[config.mk]
export PLATFORM = sky130hd
export DESIGN_NAME = frac_clk_div
export DESIGN_NICKNAME = d
export VERILOG_FILES = /design/src/rtl/frac_clk_div.sv
export SDC_FILE = /design/constraint.sdc
export NUM_CORES = 1
export LEC_CHECK = 0
export CORE_MARGIN = 4
export CORE_UTILIZATION = 50
export DETAILED_ROUTE_END_ITERATION = 10
export PLACE_DENSITY = 0.7
export SLEW_MARGIN = 10
export SYNTH_ARGS = -nofsm -noshare
export SYNTH_HDL_FRONTEND = slang
export SYNTH_SLANG_ARGS = --single-unit
[constraint.sdc]
create_clock -name clk -period 9.22 [get_ports clk]
set_clock_uncertainty 0.2 [all_clocks]
set_input_delay 0.922 -clock clk [delete_from_list [all_inputs] [get_ports clk]]
set_output_delay 0.922 -clock clk [all_outputs]
set_load 0.01 [all_outputs]
[src/rtl/frac_clk_div.sv]
module frac_clk_div #(
  parameter int DIV_W = 5,
  parameter int MN_W  = 8
) (
  input  logic             clk,
  input  logic             rst_n,
  input  logic [DIV_W-1:0] cfg_div,
  input  logic [1:0]       cfg_mode,
  input  logic [MN_W-1:0]  cfg_m,
  input  logic [MN_W-1:0]  cfg_n_inv,
  input  logic [MN_W-1:0]  cfg_d_inv,
  output logic             out_en,
  output logic             duty_out
);
  localparam int CW = DIV_W + 1;
  localparam int NW = MN_W + 1;
  localparam int SW = MN_W + 2;

  logic [DIV_W-1:0] sh_div;
  logic [1:0]       sh_mode;
  logic [MN_W-1:0]  sh_m, sh_n_inv, sh_d_inv;
  logic [CW-1:0]    cnt;
  logic [SW-1:0]    acc;

  logic [CW-1:0] period;
  logic [NW-1:0] n_val, thr;
  logic [SW-1:0] n_ext, sum;
  logic          active, pre_en, hit, wrap, load;

  assign period = (sh_div == '0) ? CW'(2) : CW'(sh_div) + CW'(1);
  assign n_val  = {1'b0, ~sh_n_inv} + {1'b0, sh_m};
  assign n_ext  = {1'b0, n_val};
  assign active = (sh_mode != 2'd0) && (sh_m != '0) && (n_val != {1'b0, sh_m});
  assign pre_en = (cnt == period - CW'(1));
  assign sum    = acc + {2'b0, sh_m};
  assign hit    = (sum >= n_ext);
  assign wrap   = (sum == n_ext);
  assign out_en = pre_en & (!active | hit);
  assign load   = pre_en & (!active | wrap);

  always_comb begin
    thr = {1'b0, ~sh_d_inv};
    if (thr == '0)
      thr = NW'(1);
    else if (thr >= n_val)
      thr = n_val - NW'(1);
  end

  assign duty_out = active ? (acc < {1'b0, thr}) : (cnt < (period >> 1));

  always_ff @(posedge clk or negedge rst_n) begin
    if (!rst_n) begin
      sh_div   <= '0;
      sh_mode  <= '0;
      sh_m     <= '0;
      sh_n_inv <= '0;
      sh_d_inv <= '0;
      cnt      <= '0;
      acc      <= '0;
    end else if (load) begin
      sh_div   <= cfg_div;
      sh_mode  <= cfg_mode;
      sh_m     <= cfg_m;
      sh_n_inv <= cfg_n_inv;
      sh_d_inv <= cfg_d_inv;
      cnt      <= '0;
      acc      <= '0;
    end else if (pre_en) begin
      cnt <= '0;
      if (active)
        acc <= hit ? sum - n_ext : sum;
    end else begin
      cnt <= cnt + CW'(1);
    end
  end
endmodule

==> key figures, run 1 <==
Setup path
  • Critical path launch point type: flop
  • R2r setup slk: 4660 ps
  • Data arrival time of the critical path: 6120 ps
  • CP Capture Point: duty_out
  • CP peak stage delay: 490 ps
  • Crit. Startpoint: sh_m[0]
  • Reg2reg end: acc[1]
  • Crit path top cell by count: ha_1
  • Worst path depth: 24
  • Family with the most delay on the worst path: simple AND/OR/NAND/NOR gates
  • Worst Path Buf+Inv: 3
  • Critical-path cell list: ha_1 -> inv_1 -> fa_1 -> nor2b_1 -> o22a_1 -> xor2_1 -> inv_1 -> ha_1 -> a21o_1 -> a21oi_1 -> o31a_1 -> nand2_1 -> a211oi_1 -> nor2_1 -> nand3_1 -> o211ai_1 -> ha_1 -> nand4_1 -> nor4b_1 -> nand2_1 -> or3_1 -> o211ai_1 -> mux2i_1 -> clkdlybuf4s50_1
  • Worst Setup Path Type: flop to output pin
  • Crit-path slowest cell: clkdlybuf4s50_1
  • Critical Path End Type: output pin
  • Req. time, crit path: 8100 ps
  • Critical path peak fanout: 14
  • FF-to-FF Start: sh_m[0]
  • Reg2reg path depth: 15

Clock network
  • Bufs on Longest Clock Path: 2
  • CTS Buf Count: 5
  • Hold buffer count at cts: 0
  • CTS sink cnt: 47
  • Worst skew pair latency: 310 ps
  • # H-tree levels: 2
  • PostCTS Resize Cnt: 0
  • Root Buffer Master: clkbuf_8
  • Postcts setup bufs: 0
  • CTS clock-pin slew for the worst setup and hold paths: 90 ps
  • CTS tree: done

Synthesis
  • Main synth FF type: dfrtp_1
  • Ys async rst share: 100%
  • Number of synthesized flops with an enable pin: 0
  • Synth area leader: dfrtp_1
  • Top cell type's share of synthesized area: 26.7%
  • Synth Net Count: 535
  • Synth Register Bits: 47
  • Syn Area/Cell: 9.79 um2
  • Netlist cell types: 65
  • Seq/Total Area, Yosys: 26.7%
  • Synth Warn #: 0
  • Synth Instances: 450
  • Ranking of synthesized cells by area: dfrtp_1 (27%), ha_1 (14%), mux2_4 (10%)
  • Mapped Area: 4410 um2

Layout
  • Most frequent cells in the layout: ha_1 (49), dfrtp_1 (47), inv_1 (33), clkdlybuf4s50_1 (33), mux2_4 (30)
  • Filler cell count: 720
  • Most common cell after layout, fill and taps aside: ha_1
  • Synthesis-to-finish area growth: 11.3%
  • Layout cells sized above 1: 11.8%
  • Nets: 567
  • Diodes inserted: 0

Drt
  • WL final: 9720 um
  • 1st-pass router iterations: 4
  • Via count: 3385
  • Routed vias/inst: 5.76
  • Remaining DRCs: 0
  • Wire per inst: 16.5 um
  • Starting DRT DRC Count: 119
  • Final ANT Viol Nets: 0

Floorplan
  • Die Area: 10400 um2
  • Die Span X: 102 um
  • Core area: 8380 um2
  • I/O Pins: 35
  • FP Rows: 33
  • DIE HEIGHT: 102 um
  • Starting Density: 52.6%

Global route
  • Vias in the first global route: 3509
  • Gr ovfl total: 0
  • GRT Overall Usage: 19.9%
  • First-pass GRT wire length: 16400 um
  • Antenna violations before repair: 0
  • Largest net degree at the start of global routing: 48

STA
  • Worst slew pin tran: 1060 ps
  • Maximum clock frequency: 138 MHz
  • Max Slew Vio Count: 0
  • Final Hold Viols: 0
  • WHS: 317 ps
  • Slew margin rel.: 29.6%
  • Final min period: 7240 ps
  • RSZ-0062 raised after global routing: no
  • Fin crit share: 78.5%
  • Fin Setup TNS: 0 ps
  • Setup violators final: 0

Placement
  • GPL Wtd Cong: 0.907
  • DPL Wire Length: 7730 um
  • Port bufs: 34

Run
  • MaxCap Viol Count: 0

Worst hold path
  • HP Class: flop to flop
  • Hold path startpoint: sh_n_inv[0]

Run status
  • Status: finished, final reports clean
[routing by layer]
layer	global-route usage (%)	routed length [um]	vias up
met5	0	0	-
met4	5.25	193	0
met1	25.8	4480	1604
met3	3.41	446	18
li1	-	-	1697
met2	34.4	4600	66
[flip-flops by register name, summed over array words and instances, names as in the netlist]
name / cells
acc: 10
sh_n_inv: 8
sh_mode: 2
sh_d_inv: 8
cnt: 6
sh_div: 5
sh_m: 8
[Yosys cell counts (9+ instances only)]
master,count
a21oi_1,13
dfrtp_1,47
ha_1,49
inv_1,33
mux2_4,30
mux2i_1,12
nand2_1,28
nand3_1,13
nor2_1,23
nor2b_1,9
o211ai_1,9
o21ai_0,29
xnor2_1,22
xor2_1,19
[logic make-up (layout without fill, tap and decap cells)]
kind of cell | after synthesis | in the layout | synth area share [%]
xor gates and xnor gates | 43 | 43 | 8.89
and+or+nand+nor | 122 | 122 | 15.1
buffers and inverters | 43 | 76 | 4.88
AOI/OAI and AO/OA | 100 | 100 | 15.9
adders and majority gates | 52 | 52 | 15.3
muxes | 43 | 43 | 13.2
DFF | 47 | 47 | 26.7
[metrics by stage]
stage / util (%) / worst slack (ps) / cells / instance area (um2)
5_1_grt: 58.5 / 1410 / 588 / 4900
3_5_place_dp: 57.1 / 2420 / 580 / 4790
6_report: 58.5 / 1980 / 588 / 4900
4_1_cts: 58.5 / 2060 / 588 / 4900
3_3_place_gp: 57.1 / 2590 / 580 / 4790
2_1_floorplan: - / 3340 / 450 / 4410
[final cells by class]
cell class              count  area, um2  area share (%)
well taps                 105        131            2.68
repair buffers             35        343            6.99
clock inverters             3       46.3           0.944
clock buffers               5       68.8            1.40
multi-input cells         360       3020            61.5
flip-flops and latches     47       1180            24.0
inverters                  33        124            2.53
[worst min-delay path by stage]
stage	slack, ps	cells past startpoint	endpoint
finish	320	1	sh_n_inv[0]
global route	340	1	sh_d_inv[2]
CTS	320	1	sh_mode[0]
detailed placement	290	1	sh_mode[0]
global placement	290	1	sh_n_inv[0]
floorplan	280	1	sh_mode[0]
Power of run 1 is not shown: default switching activity piles up to over one toggle a cycle in this logic, so the estimate is an artifact.
==> run 2: changes to the inputs <==
==> constraint.sdc (replaced) <==
create_clock -name clk -period 7.4 [get_ports clk]
set_clock_uncertainty 0.2 [all_clocks]
set_input_delay 0.74 -clock clk [delete_from_list [all_inputs] [get_ports clk]]
set_output_delay 0.74 -clock clk [all_outputs]
set_load 0.01 [all_outputs]
==> key figures, run 2 (synthesis gave the netlist of run 1 again) <==
STA
  • Fin crit share: 92.0%
  • Setup WS post-layout: 592 ps (-1390 ps)
  • Fin Setup TNS: 0 ps (unchanged)
  • Setup violators final: 0 (unchanged)
  • Max Slew Vio Count: 0 (unchanged)
  • Worst slew pin tran: 1070 ps (+18.2 ps)
  • Maximum clock frequency: 147 MHz
  • Final min period: 6810 ps
  • Slew margin rel.: 28.4% (-1.2 points)
  • RSZ-0062 raised after global routing: no
  • Final Hold Viols: 0 (unchanged)

Floorplan
  • FP Rows: 33 (unchanged)
  • I/O Pins: 35 (unchanged)
  • Die Span X: 102 um (unchanged)
  • Starting Density: 52.6% (unchanged)
  • Die Area: 10400 um2 (unchanged)
  • DIE HEIGHT: 102 um (unchanged)
  • Core area: 8380 um2 (unchanged)

Global route
  • GRT Overall Usage: 20.2% (+0.37 points)
  • Vias in the first global route: 3441 (-1.9%)
  • Largest net degree at the start of global routing: 48 (unchanged)
  • GRT met2 Usage: 35.5% (+1.1 points)
  • Met3 global-route usage: 2.66% (-0.75 points)
  • GR peak layer: met2
  • First-pass GRT wire length: 16700 um (+2.1%)
  • Antenna violations before repair: 0 (unchanged)
  • GR Util met1: 26.5% (+0.68 points)
  • Gr ovfl total: 0 (unchanged)

Clock network
  • CTS Buf Count: 5 (unchanged)
  • CTS tree: done
  • CTS clock-pin slew for the worst setup and hold paths: 90 ps (about the same)
  • Hold buffer count at cts: 0 (unchanged)
  • CTS sink cnt: 47 (unchanged)
  • # H-tree levels: 2 (unchanged)
  • Worst skew pair latency: 300 ps (about the same)
  • Bufs on Longest Clock Path: 2 (unchanged)
  • Root Buffer Master: clkbuf_8

Drt
  • Final ANT Viol Nets: 0 (unchanged)
  • Remaining DRCs: 1 (+1)
  • WL final: 9910 um (+2.0%)
  • Starting DRT DRC Count: 129 (+8.4%)
  • 1st-pass router iterations: 7 (+3)
  • Routed vias/inst: 5.71 (-0.89%)
  • Via count: 3355 (-0.89%)
  • Wire per inst: 16.9 um (+2.0%)

Placement
  • GPL Wtd Cong: 0.908 (about the same)
  • Port bufs: 34 (unchanged)
  • DPL Wire Length: 7760 um (+0.32%)
  • Dpl ws: 808 ps (-1610 ps)

Setup path
  • Data arrival time of the critical path: 5870 ps (-250 ps)
  • CP peak stage delay: 490 ps (about the same)
  • Crit-path slowest cell: clkdlybuf4s50_1
  • Family with the most delay on the worst path: simple AND/OR/NAND/NOR gates
  • Worst Path Buf+Inv: 3 (unchanged)
  • Critical path peak fanout: 14 (unchanged)
  • Worst Setup Path Type: flop to output pin
  • Crit path top cell by count: ha_1
  • Req. time, crit path: 6460 ps (-1640 ps)
  • Critical path launch point type: flop
  • Critical-path cell list: ha_1 -> inv_1 -> fa_1 -> nor2b_1 -> o22a_1 -> xor2_1 -> inv_1 -> ha_1 -> a21o_1 -> a21oi_1 -> o31a_1 -> nand2_1 -> a211oi_2 -> nor2_2 -> nand3_1 -> o211ai_1 -> ha_1 -> nand4_1 -> nor4b_1 -> nand2_1 -> or3_1 -> o211ai_1 -> mux2i_1 -> clkdlybuf4s50_1
  • Critical Path End Type: output pin

Layout
  • Number of flip-flops in the largest register: 10 (unchanged)
  • Synthesis-to-finish area growth: 10.8%
  • Layout cells sized above 1: 12.2% (+0.41 points)
  • Nets: 567 (unchanged)
  • Most frequent cells in the layout: ha_1 (49), dfrtp_1 (47), inv_1 (33), clkdlybuf4s50_1 (33), mux2_4 (30)
  • Most common cell after layout, fill and taps aside: ha_1
  • Diodes inserted: 0 (unchanged)
  • Largest Register: acc
  • Filler cell count: 761 (+5.7%)

Worst hold path
  • HP Class: flop to flop

Run status
  • Status: complete, but fails checks
  • Failing checks: design-rule violations

Run
  • MaxCap Viol Count: 0 (unchanged)
-- run 2: what timing repair did --
| item | in CTS | in global routing |
|---|---|---|
| buffers inserted | 0 | 0 |
| endpoints found under the setup margin | 0 | 1 |
| gates resized for setup | 0 | 2 |
-- run 2: area by class of cell --
cell class	instances	area, um2	area share, %
clock buffers	5	68.8	1.41
repair buffers	35	343	7.02
flip-flops and latches	47	1180	24.1
clock inverters	3	18.8	0.384
inverters	33	124	2.54
multi-input cells	360	3020	61.9
well taps	105	131	2.69
-- run 2: path summary, 6_finish.rpt --
| check | start | end | slack, ps | cells after the start |
|---|---|---|---|---|
| worst max-delay path | sh_m[0] | duty_out | 590 | 24 |
| worst min-delay path | sh_n_inv[0] | sh_n_inv[0] | 320 | 1 |
| worst max register to register | sh_m[0] | acc[1] | 2840 | 15 |
| worst min register to register | sh_n_inv[0] | sh_n_inv[0] | 320 | 1 |
| max in group asynchronous | rst_n | acc[3] | 5910 | 1 |
| min in group asynchronous | rst_n | sh_div[2] | 430 | 1 |
-- run 2: through the flow --
step / hold slack, ps / area (um2) / utilization (%) / std cells
5_1_grt: 336 / 4880 / 58.3 / 588
4_1_cts: 323 / 4880 / 58.2 / 588
6_report: 318 / 4880 / 58.3 / 588
3_3_place_gp: 294 / 4790 / 57.1 / 580
2_1_floorplan: 244 / 4410 / - / 450
3_5_place_dp: 295 / 4790 / 57.1 / 580
-- run 2: metal layers --
layer	vias to the layer above	wire, um
li1	1691	-
met4	0	191
met5	-	0
met1	1593	4700
met2	57	4670
met3	14	353
Power of run 2 is left out for the same reason.
